File: config.mk
export PLATFORM = sky130hd
export DESIGN_NAME = adcScanSeq
export DESIGN_NICKNAME = d
export VERILOG_FILES = /design/src/rtl/scanPkg.sv /design/src/rtl/lowestPick.sv /design/src/rtl/scanCtrl.sv /design/src/rtl/scanData.sv /design/src/rtl/adcScanSeq.sv
export SDC_FILE = /design/constraint.sdc
export NUM_CORES = 1
export LEC_CHECK = 0
export ABC_AREA = 1
export BUFFER_PORTS_ARGS = -buffer_cell sky130_fd_sc_hd__buf_2
export CORE_ASPECT_RATIO = 0.75
export CORE_MARGIN = 2
export CORE_UTILIZATION = 40
export DETAILED_ROUTE_END_ITERATION = 7
export PLACE_DENSITY = 0.6
export SLEW_MARGIN = 20
export SYNTH_ARGS = -nofsm -noshare
export SYNTH_HDL_FRONTEND = slang
export SYNTH_SLANG_ARGS = --single-unit
File: constraint.sdc
create_clock -name clk -period 3.6 [get_ports clk]
set_input_delay 0.18 -clock clk [delete_from_list [all_inputs] [get_ports clk]]
set_output_delay 0.18 -clock clk [all_outputs]
set_load 0.1 [all_outputs]
File: src/rtl/scanPkg.sv
package scanPkg;
  localparam int SRC_COUNT  = 11;
  localparam int SRC_W      = 4;
  localparam int CFG_W      = 16;
  localparam int REPEAT_BIT = 11;
  localparam int GATE_A_BIT = 4;
  localparam int GATE_B_BIT = 9;

  typedef enum logic [1:0] {
    ST_IDLE = 2'd0,
    ST_PICK = 2'd1,
    ST_BUSY = 2'd2
  } scanState_t;

  // strobes from control to datapath
  typedef struct packed {
    logic             push;
    logic [SRC_W-1:0] tag;
  } scanStrobe_t;
endpackage

File: src/rtl/lowestPick.sv
module lowestPick #(
  parameter int N = 11,
  localparam int IDX_W = (N > 1) ? $clog2(N) : 1
) (
  input  logic [N-1:0]     vec,
  output logic [IDX_W-1:0] idx,
  output logic             any
);
  always_comb begin
    idx = '0;
    any = 1'b0;
    for (int i = N - 1; i >= 0; i--) begin
      if (vec[i]) begin
        idx = IDX_W'(i);
        any = 1'b1;
      end
    end
  end
endmodule

File: src/rtl/scanCtrl.sv
module scanCtrl
  import scanPkg::*;
(
  input  logic              clk,
  input  logic              rstN,
  input  logic              cfgWrEn,
  input  logic [CFG_W-1:0]  cfgWrData,
  input  logic [1:0]        clkMode,
  input  logic              gatePd1,
  input  logic              gatePd2,
  input  logic              monEn,
  input  logic              convDone,
  output logic              convReq,
  output logic [SRC_W-1:0]  convSrc,
  output scanStrobe_t       strobe
);
  localparam logic [SRC_COUNT-1:0] ONE = SRC_COUNT'(1);

  scanState_t             state;
  logic [SRC_COUNT-1:0]   cfgMask;
  logic                   cfgRepeat;
  logic [SRC_COUNT-1:0]   remMask;
  logic [SRC_W-1:0]       curSrc;
  logic                   repLatched;
  logic                   startPend;
  logic                   stopReq;

  logic [SRC_COUNT-1:0]   qualMask;
  logic                   repeatOk;
  logic [SRC_W-1:0]       lowIdx;
  logic                   lowAny;

  // gate sources are masked while powered down
  always_comb begin
    qualMask = cfgMask;
    if (gatePd1) qualMask[GATE_A_BIT] = 1'b0;
    if (gatePd2) qualMask[GATE_B_BIT] = 1'b0;
  end

  assign repeatOk = cfgRepeat && (clkMode inside {2'b00, 2'b01});

  lowestPick #(.N(SRC_COUNT)) uPick (
    .vec(remMask),
    .idx(lowIdx),
    .any(lowAny)
  );

  always_ff @(posedge clk) begin
    if (!rstN) begin
      state      <= ST_IDLE;
      cfgMask    <= '0;
      cfgRepeat  <= 1'b0;
      remMask    <= '0;
      curSrc     <= '0;
      repLatched <= 1'b0;
      startPend  <= 1'b0;
      stopReq    <= 1'b0;
    end else begin
      unique case (state)
        ST_IDLE: begin
          if (startPend) begin
            startPend <= 1'b0;
            if (qualMask != '0) begin
              remMask    <= qualMask;
              repLatched <= repeatOk;
              state      <= ST_PICK;
            end
          end
        end
        ST_PICK: begin
          if (stopReq) begin
            stopReq <= 1'b0;
            state   <= ST_IDLE;
          end else if (!lowAny) begin
            if (repLatched && qualMask != '0) begin
              remMask    <= qualMask;
              repLatched <= repeatOk;
              startPend  <= 1'b0;
            end else begin
              state <= ST_IDLE;
            end
          end else begin
            curSrc  <= lowIdx;
            remMask <= remMask & ~(ONE << lowIdx);
            state   <= ST_BUSY;
          end
        end
        ST_BUSY: begin
          if (convDone) state <= ST_PICK;
        end
        default: state <= ST_IDLE;
      endcase

      // control writes: applied at the next scan start
      if (cfgWrEn) begin
        cfgMask   <= cfgWrData[SRC_COUNT-1:0];
        cfgRepeat <= cfgWrData[REPEAT_BIT];
        if (state != ST_IDLE && repLatched && !cfgWrData[REPEAT_BIT])
          stopReq <= 1'b1;
        else
          startPend <= 1'b1;
      end
    end
  end

  assign convReq     = (state == ST_BUSY);
  assign convSrc     = curSrc;
  assign strobe.push = (state == ST_BUSY) && convDone && monEn;
  assign strobe.tag  = curSrc;

  AST_REQ_HOLD: assert property (@(posedge clk) disable iff (!rstN)
    convReq && !convDone |=> convReq && $stable(convSrc));
  AST_REQ_DROP: assert property (@(posedge clk) disable iff (!rstN)
    convReq && convDone |=> !convReq);
  AST_SRC_RANGE: assert property (@(posedge clk) disable iff (!rstN)
    convReq |-> convSrc < SRC_W'(SRC_COUNT));
  AST_STOP_QUIET: assert property (@(posedge clk) disable iff (!rstN)
    stopReq && !convReq |=> !convReq);
endmodule

File: src/rtl/scanData.sv
module scanData
  import scanPkg::*;
#(
  parameter int FIFO_DEPTH = 16,
  parameter int RES_W      = 12,
  localparam int ENT_W = SRC_W + RES_W,
  localparam int PTR_W = (FIFO_DEPTH > 1) ? $clog2(FIFO_DEPTH) : 1,
  localparam int CNT_W = $clog2(FIFO_DEPTH + 1)
) (
  input  logic             clk,
  input  logic             rstN,
  input  scanStrobe_t      strobe,
  input  logic [RES_W-1:0] convData,
  input  logic             popEn,
  input  logic             ovfClr,
  output logic [ENT_W-1:0] rdData,
  output logic             empty,
  output logic             full,
  output logic             ovf
);
  logic [ENT_W-1:0] mem [FIFO_DEPTH];
  logic [PTR_W-1:0] wrPtr, rdPtr;
  logic [CNT_W-1:0] count;
  logic             doPush, doPop;

  assign empty  = (count == '0);
  assign full   = (count == CNT_W'(FIFO_DEPTH));
  assign doPush = strobe.push && !full;
  assign doPop  = popEn && !empty;
  assign rdData = mem[rdPtr];

  function automatic logic [PTR_W-1:0] nextPtr(input logic [PTR_W-1:0] p);
    return (p == PTR_W'(FIFO_DEPTH - 1)) ? '0 : p + PTR_W'(1);
  endfunction

  always_ff @(posedge clk) begin
    if (doPush) mem[wrPtr] <= {strobe.tag, convData};
  end

  always_ff @(posedge clk) begin
    if (!rstN) begin
      wrPtr <= '0;
      rdPtr <= '0;
      count <= '0;
      ovf   <= 1'b0;
    end else begin
      if (doPush) wrPtr <= nextPtr(wrPtr);
      if (doPop)  rdPtr <= nextPtr(rdPtr);
      count <= count + CNT_W'(doPush) - CNT_W'(doPop);
      if (strobe.push && full) ovf <= 1'b1;
      else if (ovfClr)         ovf <= 1'b0;
    end
  end

  AST_NO_OVERFLOW: assert property (@(posedge clk) disable iff (!rstN)
    strobe.push && full |=> ovf);
  AST_OVF_STICKY: assert property (@(posedge clk) disable iff (!rstN)
    ovf && !ovfClr |=> ovf);
  AST_EMPTY_FULL: assert property (@(posedge clk) disable iff (!rstN)
    !(empty && full));
  AST_IDLE_HOLD: assert property (@(posedge clk) disable iff (!rstN)
    !strobe.push && !popEn |=> $stable(count));
endmodule

File: src/rtl/adcScanSeq.sv
module adcScanSeq
  import scanPkg::*;
#(
  parameter int FIFO_DEPTH = 16,
  parameter int RES_W      = 12
) (
  input  logic                     clk,
  input  logic                     rstN,
  input  logic                     cfgWrEn,
  input  logic [CFG_W-1:0]         cfgWrData,
  input  logic [1:0]               clkMode,
  input  logic                     gatePd1,
  input  logic                     gatePd2,
  input  logic                     monEn,
  output logic                     convReq,
  output logic [SRC_W-1:0]         convSrc,
  input  logic                     convDone,
  input  logic [RES_W-1:0]         convData,
  input  logic                     fifoRdEn,
  output logic [SRC_W+RES_W-1:0]   fifoRdData,
  output logic                     fifoEmpty,
  output logic                     fifoFull,
  output logic                     fifoOvf,
  input  logic                     ovfClr
);
  scanStrobe_t strobe;

  scanCtrl uCtrl (
    .clk(clk), .rstN(rstN),
    .cfgWrEn(cfgWrEn), .cfgWrData(cfgWrData),
    .clkMode(clkMode), .gatePd1(gatePd1), .gatePd2(gatePd2),
    .monEn(monEn), .convDone(convDone),
    .convReq(convReq), .convSrc(convSrc), .strobe(strobe)
  );

  scanData #(.FIFO_DEPTH(FIFO_DEPTH), .RES_W(RES_W)) uData (
    .clk(clk), .rstN(rstN),
    .strobe(strobe), .convData(convData),
    .popEn(fifoRdEn), .ovfClr(ovfClr),
    .rdData(fifoRdData), .empty(fifoEmpty), .full(fifoFull), .ovf(fifoOvf)
  );
endmodule

==> results of run 1 <==
==> layer usage <==
metal  vias up  GRT usage [%]  part of all wire [%]
li1       3857              -                     -
met1      3788           25.0                    47
met2       206           28.1                    45
met3        44           3.11                   5.7
met4         0           4.80                   2.2
met5         -              0                     0
==> through the flow <==
step / hold WS, ns / instances
after floorplan: 0.279 / 1017
after global placement: 0.401 / 1456
after detailed placement: 0.410 / 1456
after CTS: 0.000135 / 1546
after global routing: 0.0136 / 1546
final: 0.0163 / 1546
==> kinds of logic after synthesis <==
group,count (synthesis)
adder cells (fa/ha/maj),12
multiplexers,64
XOR/XNOR,3
AO/OA/AOI/OAI,280
buffers and inverters,175
flip-flops,306
AND/OR/NAND/NOR,177
==> power groups by stage <==
stage,combinational (mW),clock (mW),sequential (mW)
floorplan,2.50,0,4.40
global placement,3.18,0,4.37
detailed placement,3.20,0,4.38
CTS,3.24,3.30,4.30
global route,3.53,3.43,4.34
finish,3.23,3.23,4.30
==> flip-flops by register name (all words and copies together) (netlist names), named ones only <==
| name | count |
|---|---|
| uData.ovf | 1 |
| uCtrl.stopReq | 1 |
| uCtrl.startPend | 1 |
| uCtrl.cfgMask | 11 |
| uCtrl.repLatched | 1 |
| uCtrl.state | 2 |
| uCtrl.convSrc | 4 |
| uCtrl.remMask | 11 |
| uCtrl.cfgRepeat | 1 |
| uData.rdPtr | 4 |
| uData.mem | 256 |
| uData.count | 5 |
| uData.wrPtr | 4 |
==> final cells by class <==
| cell class | count | area [µm²] |
|---|---|---|
| fill | 2727 | 16300 |
| sequential | 306 | 8690 |
| tap | 406 | 508 |
| timing repair buffer | 119 | 876 |
| clock inverter | 18 | 214 |
| clock buffer | 37 | 798 |
| multi-input combinational | 536 | 3270 |
| inverter | 124 | 468 |
==> placed cells by master, fill, tap and decap left out, types with 3 or more instances in the layout <==
| cell type | instances |
|---|---|
| a21oi_1 | 98 |
| buf_12 | 3 |
| buf_2 | 57 |
| buf_4 | 24 |
| bufinv_16 | 5 |
| clkbuf_1 | 6 |
| clkbuf_16 | 31 |
| clkinv_1 | 11 |
| clkinv_2 | 3 |
| dfxtp_1 | 47 |
| dlygate4sd3_1 | 35 |
| edfxtp_1 | 256 |
| ha_1 | 11 |
| inv_1 | 114 |
| inv_2 | 5 |
| mux2i_1 | 64 |
| nand2_1 | 58 |
| nand2_2 | 5 |
| nand3_1 | 40 |
| nand4_1 | 5 |
| nor2_1 | 33 |
| nor2_2 | 21 |
| nor3_1 | 4 |
| o211ai_1 | 64 |
| o21ai_0 | 100 |
| o21ai_1 | 14 |
| xor2_1 | 3 |
==> worst max-delay path: cells and delay by family (launching register included) <==
| kind | cells | cell delay, ns |
|---|---|---|
| AOI/OAI and AO/OA | 1 | 0.17 |
| buffers and inverters | 2 | 0.83 |
| DFF | 1 | 0.82 |
| muxes | 1 | 0.12 |
| and+or+nand+nor | 2 | 0.29 |
==> final timing paths <==
| kind | to | cells after the start | start | slack [ns] |
|---|---|---|---|---|
| setup / recovery | fifoRdData[13] | 6 | register | 0.60 |
| hold / removal | uData.mem[7][0]$_DFFE_PP_ | 1 | convData[0] | 0.02 |
| setup reg to reg | uData.count[4]$_SDFF_PN0_ | 16 | uData.count[3]$_SDFF_PN0_ | 0.93 |
| hold reg to reg | uCtrl.cfgRepeat$_SDFFE_PN0P_ | 2 | uCtrl.cfgRepeat$_SDFFE_PN0P_ | 0.46 |
==> metrics.csv, run 1 <==
metric,value,unit
final-report hold violation count,0,
DRT antenna net count,0,
IO Pins,63,
drt drc,0,
maximum vdd drop,0.417,mV
Tot GR Track Use,17.6,%
XOR/XNOR Fraction of Synth Area,0.208,%
largest area contributor in the netlist,edfxtp_1,
critical-path cell list,buf_4 > mux2i_1 > o211ai_1 > nand3_1 > nand2_1 > buf_2,
TritonCTS clock tree,yes,
Final Cycle Share,83.4,%
clk_skew,0.0292,ns
min Tclk post-route,3.00,ns
clk sinks,306,
drt pass-1 iters,5,
DIE AREA,0.0330,mm²
TritonCTS Buffers,31,
area share of and/or/nand/nor cells after synthesis,6.54,%
Syn-to-layout area delta,17.5,%
pre-CTS worst setup slack,0.952,ns
Least-Margin Pin Slew,0.932,ns
count of final setup violators,0,
Synth top cells by count,"256 x edfxtp_1, 114 x inv_1, 100 x o21ai_0",
Worst path max stage delay,0.82,ns
final instance area,0.0148,mm²
Die Wd,209,µm
nets@finish,1169,
drt wl/cell,18.7,µm
Worst slew margin,37.8,%
Vias,7895,
Synth Area in Adders,1.25,%
Pint,6.87,mW
fraction of layout cells with a size suffix above 1,15.1,%
CTS root buffer,clkbuf_16,
Mapped Nets,1068,
global-route wire length before repair,43.8,mm
asr flop ratio synth,0,%
compound-gate portion of the synthesized area,12.5,%
Post-synth top flop,edfxtp_1,
PostCTS Resize Cnt,0,
Setup CP Type,register to primary output,
"Setup Fix Bufs, Post-CTS",0,
antenna diode count,0,
post-synthesis register bit count,306,
RSZ-0062 raised after global routing,no,
Critical Path Slowest Stage Cell,dfxtp_4,
Psw,3.89,mW
worst-path fanout max,52,
Fmax,333,MHz
combinational group share of total power,30.0,%
sequential share of power,40.0,%
Syn. warnings,0,
post-synth cell types,37,
post-DR vias/cell,5.11,
"Reg clk slew, reported paths",0.06,ns
Worst-Skew Late Latency,0.58,ns
largest family of logic cells by synthesized area,compound AO/OA/AOI/OAI gates,
max cap viols,0,
status,finished clean,
WP data arrival,2.82,ns
core footprint,0.0312,mm²
DRT iter0 DRCs,647,
Lkg Pwr,5.26,nW
WP data required,3.42,ns
multiplexer share of the synthesized area,5.07,%
hpwl dp,16.3,mm
Mapped Area,0.0126,mm²
Final Core Density,47.6,%
Buffers on Ports,57,
vias in the first global route,7496,
die height,158,µm
final WL,28.9,mm
Min-Delay Path Class,input pin to register,
TNS Setup,0,ns
Hold Buf Count CTS,35,
H-tree depth,1,
Final Worst Setup Slack,0.599,ns
Switching Fraction,36.1,%
"Seq/Total Area, Yosys",68.8,%
GP Congestion,0.807,
GRT overflow,0,
Clock power frac,30.0,%
Max Buffers Root-to-Sink,3,
Post-Syn Instances,1017,
FP Rows,56,
largest net degree at the start of global routing,65,
number of antenna violations at the first check in global routing,0,
Area contributors post-synth,"edfxtp_1 61%, dfxtp_1 7.9%, mux2i_1 5.1%",
post-synthesis average cell area,12.4,µm²
critical path endpoint category,primary output,
power per cell area,726,mW/mm²
total power,10.8,mW
top-count cell post-synth,edfxtp_1,
Post-synth EDFFs,256,
Worst setup SP type,register,
"Slew Viols, Final",0,
Yosys top cell area share,60.9,%
initial core utilization,40.5,%
placed cell area,0.0135,mm²
Note: power is estimated with default switching activity, not from simulation.
==> run 2: changes to the inputs <==
- ABC_AREA: 1 -> 0
- PLACE_DENSITY: 0.6 -> 0.62
- clock period: 3.6 -> 2.45 ns (I/O delays scaled with it)
==> run 2 against run 1 <==
Against the previous run:
- critical path depth unchanged
- largest power group unchanged
- clock skew is 0.013 ns lower
- total power is 27% higher
- the flow now finishes with violations (setup timing)
- via count fell by 17%
- synthesized cell count is 37% lower
- critical path type unchanged
- non-clock buffer count is 27 higher
- first-iteration DRC count fell by 12%
- combinational power up 2%
- sequential share of layout area is 0.77 points lower
==> metrics.csv, run 2 <==
metric,value,unit,change
status,"finished, violations left",,
failing checks,setup timing,,
sequential share of power,42.5,%,+2.5 points
Syn. warnings,0,,unchanged
Top reg by flops,uData.mem,,
Mapped Area,0.0121,mm²,-4.3%
placed cell area,0.0133,mm²,-1.3%
final instance area,0.0150,mm²,+1.3%
largest area contributor in the netlist,edfxtp_1,,
drt wl/cell,21.8,µm,+17%
CTS root buffer,clkbuf_16,,
drt drc,0,,unchanged
WP data arrival,2.56,ns,-0.26 ns
H-tree depth,1,,unchanged
Synth top cells by count,"256 x edfxtp_1, 80 x mux4_2, 50 x dfxtp_1",,
register area,0.00870,mm²,about the same
critical-path cell list,buf_12 > buf_12 > buf_16 > mux4_2 > mux4_2 > buf_12,,
die height,154,µm,-2.1%
number of antenna violations at the first check in global routing,0,,unchanged
"delay-heaviest family, CP",multiplexers,,
DRT antenna net count,0,,unchanged
Lkg Pwr,4.99,nW,-5.0%
min Tclk post-route,2.69,ns,
dpl cells,1116,,-23%
clk sinks,306,,unchanged
top-count cell post-synth,edfxtp_1,,
TNS Setup,-2.89,ns,-2.89 ns
Post-Syn Instances,645,,-37%
"Seq/Total Area, Yosys",72.0,%,+3.1 points
DIE AREA,0.0316,mm²,-4.2%
Max Buffers Root-to-Sink,3,,unchanged
clk_skew,0.0157,ns,-0.0135 ns
CP most frequent cell,buf_12,,
Worst setup SP type,register,,
Die Wd,205,µm,-2.2%
Clock power frac,33.5,%,+3.5 points
max cap viols,0,,unchanged
power per cell area,910,mW/mm²,+25%
count of final setup violators,16,,+16
worst-path fanout max,5,,-90%
Yosys top cell area share,63.7,%,+2.8 points
Post-synth EDFFs,256,,unchanged
Syn-to-layout area delta,24.5,%,
DRT iter0 DRCs,567,,-12%
combinational group share of total power,24.1,%,-5.9 points
"commonest non-fill, non-tap cell in the layout",edfxtp_1,,
Layout fillers,2447,,-10%
reg2reg path depth,14,,-2
most frequent cells in the layout,"256 x edfxtp_1, 80 x mux4_2, 46 x dfxtp_1",,
post-synthesis average cell area,18.7,µm²,+51%
final-report hold violation count,0,,unchanged
Non-Filler Instances,1215,,-21%
hold depth,3,,+2
Min-Delay Path Class,input pin to register,,
Buffers on Ports,57,,unchanged
Worst-Skew Late Latency,0.56,ns,-0.02 ns
largest net degree at the start of global routing,37,,-43%
Worst slew margin,60.3,%,+22 points
final WL,26.5,mm,-8.4%
Hold Slack,0.0632,ns,+0.0469 ns
asr flop ratio synth,0,%,unchanged
drt pass-1 iters,5,,unchanged
Final Cycle Share,110,%,
Psw,3.80,mW,-2.4%
GP Congestion,0.861,,+6.7%
TritonCTS Buffers,30,,-3.2%
area of the multi-input gates,0.00334,mm²,+1.9%
hpwl dp,15.6,mm,-4.3%
Area contributors post-synth,"edfxtp_1 64%, mux4_2 15%, dfxtp_1 8.3%",,
post-synth cell types,49,,+32%
Final Worst Setup Slack,-0.237,ns,-0.836 ns
TritonCTS clock tree,yes,,
Largest regs,"uData.mem (256), uCtrl.cfgMask (11), uCtrl.remMask (11)",,
worst path bufs/invs,4,,+2
Worst path depth,6,,unchanged
post-DR vias/cell,5.37,,+5.1%
post-synthesis register bit count,306,,unchanged
critical path endpoint category,primary output,,
nets@finish,843,,-28%
total power,13.7,mW,+27%
max reg flops,256,,unchanged
Critical Path Slowest Stage Cell,mux4_2,,
"Slew Viols, Final",0,,unchanged
Fmax,372,MHz,
fraction of layout cells with a size suffix above 1,35.2,%,+20 points
Pint,9.89,mW,+44%
IO Pins,63,,unchanged
maximum vdd drop,0.706,mV,+69%
global-route wire length before repair,41.3,mm,-5.7%
antenna diode count,0,,unchanged
GRT overflow,0,,unchanged
initial core utilization,40.3,%,-0.15 points
Setup CP Type,register to primary output,,
Least-Margin Pin Slew,0.595,ns,-0.337 ns
FP Rows,55,,-1.8%
Vias,6523,,-17%
Post-synth top flop,edfxtp_1,,
RSZ-0062 raised after global routing,yes,,
Worst path max stage delay,0.56,ns,-0.26 ns
core footprint,0.0299,mm²,-4.0%
Switching Fraction,27.7,%,-8.4 points
WP data required,2.33,ns,-1.09 ns
vias in the first global route,6875,,-8.3%
Tot GR Track Use,17.4,%,-0.20 points
"Reg clk slew, reported paths",0.06,ns,about the same
Mapped Nets,696,,-35%
==> run 2: per-layer routing <==
layer	routed length [µm]	vias up	GRT usage, %
li1	-	2894	-
met1	11700	3411	24.3
met2	12800	186	28.3
met3	1560	32	3.81
met4	354	0	3.49
met5	0	-	0
==> run 2: tightest hold or removal path, stage by stage <==
cell	delay (ns)
buf_2	0.23
nand3b_1	0.16
a21oi_1	0.06
==> run 2: power groups by stage <==
stage	Combinational (mW)	Clock (mW)	Sequential [mW]
2_1_floorplan	2.17	0	5.89
3_3_place_gp	2.63	0	5.91
3_5_place_dp	2.71	0	5.92
4_1_cts	3.28	4.69	5.81
5_1_grt	3.50	4.90	5.82
6_report	3.29	4.58	5.81
==> run 2: cells by family after synthesis <==
kind of cell	after synthesis	synth area share, %
AO/OA/AOI/OAI	59	3.26
XOR/XNOR	5	0.363
adder cells (fa/ha/maj)	12	1.31
buffers and inverters	47	1.65
flip-flops	306	72.0
multiplexers	97	16.3
AND/OR/NAND/NOR	119	5.14
==> run 2: final cells by class <==
| cell class | instances | area share [%] |
|---|---|---|
| clock inverters | 18 | 1.22 |
| repair buffers | 146 | 9.62 |
| multi-input cells | 292 | 22.2 |
| inverters | 16 | 0.399 |
| well taps | 399 | 3.32 |
| clock buffers | 38 | 5.39 |
| flip-flops and latches | 306 | 57.8 |
==> run 2: timing repair <==
action                     CTS  global route
hold buffers                31             0
resized for setup           49             5
hold endpoints to repair   216             0
gates cloned                 6             0
setup endpoints to repair   16            17
setup buffers                5             1
pin swaps                    0             3
==> run 2: path summary, 6_finish.rpt <==
| kind | from | to | slack (ns) |
|---|---|---|---|
| worst max register to register | uData.count[2]$_SDFF_PN0_ | uData.count[4]$_SDFF_PN0_ | 0.09 |
| worst max-delay path | register | fifoRdData[12] | -0.24 |
| worst min register to register | uCtrl.cfgRepeat$_SDFFE_PN0P_ | uCtrl.cfgRepeat$_SDFFE_PN0P_ | 0.50 |
| worst min-delay path | cfgWrEn | uCtrl.stopReq$_SDFF_PN0_ | 0.06 |
==> run 2: per-stage QoR <==
step | setup slack [ns] | utilization, %
floorplan | -0.779 | -
global placement | 0.185 | 44.4
detailed placement | 0.0974 | 44.4
CTS | -0.274 | 50.1
global route | -0.315 | 50.2
finish | -0.237 | 50.2
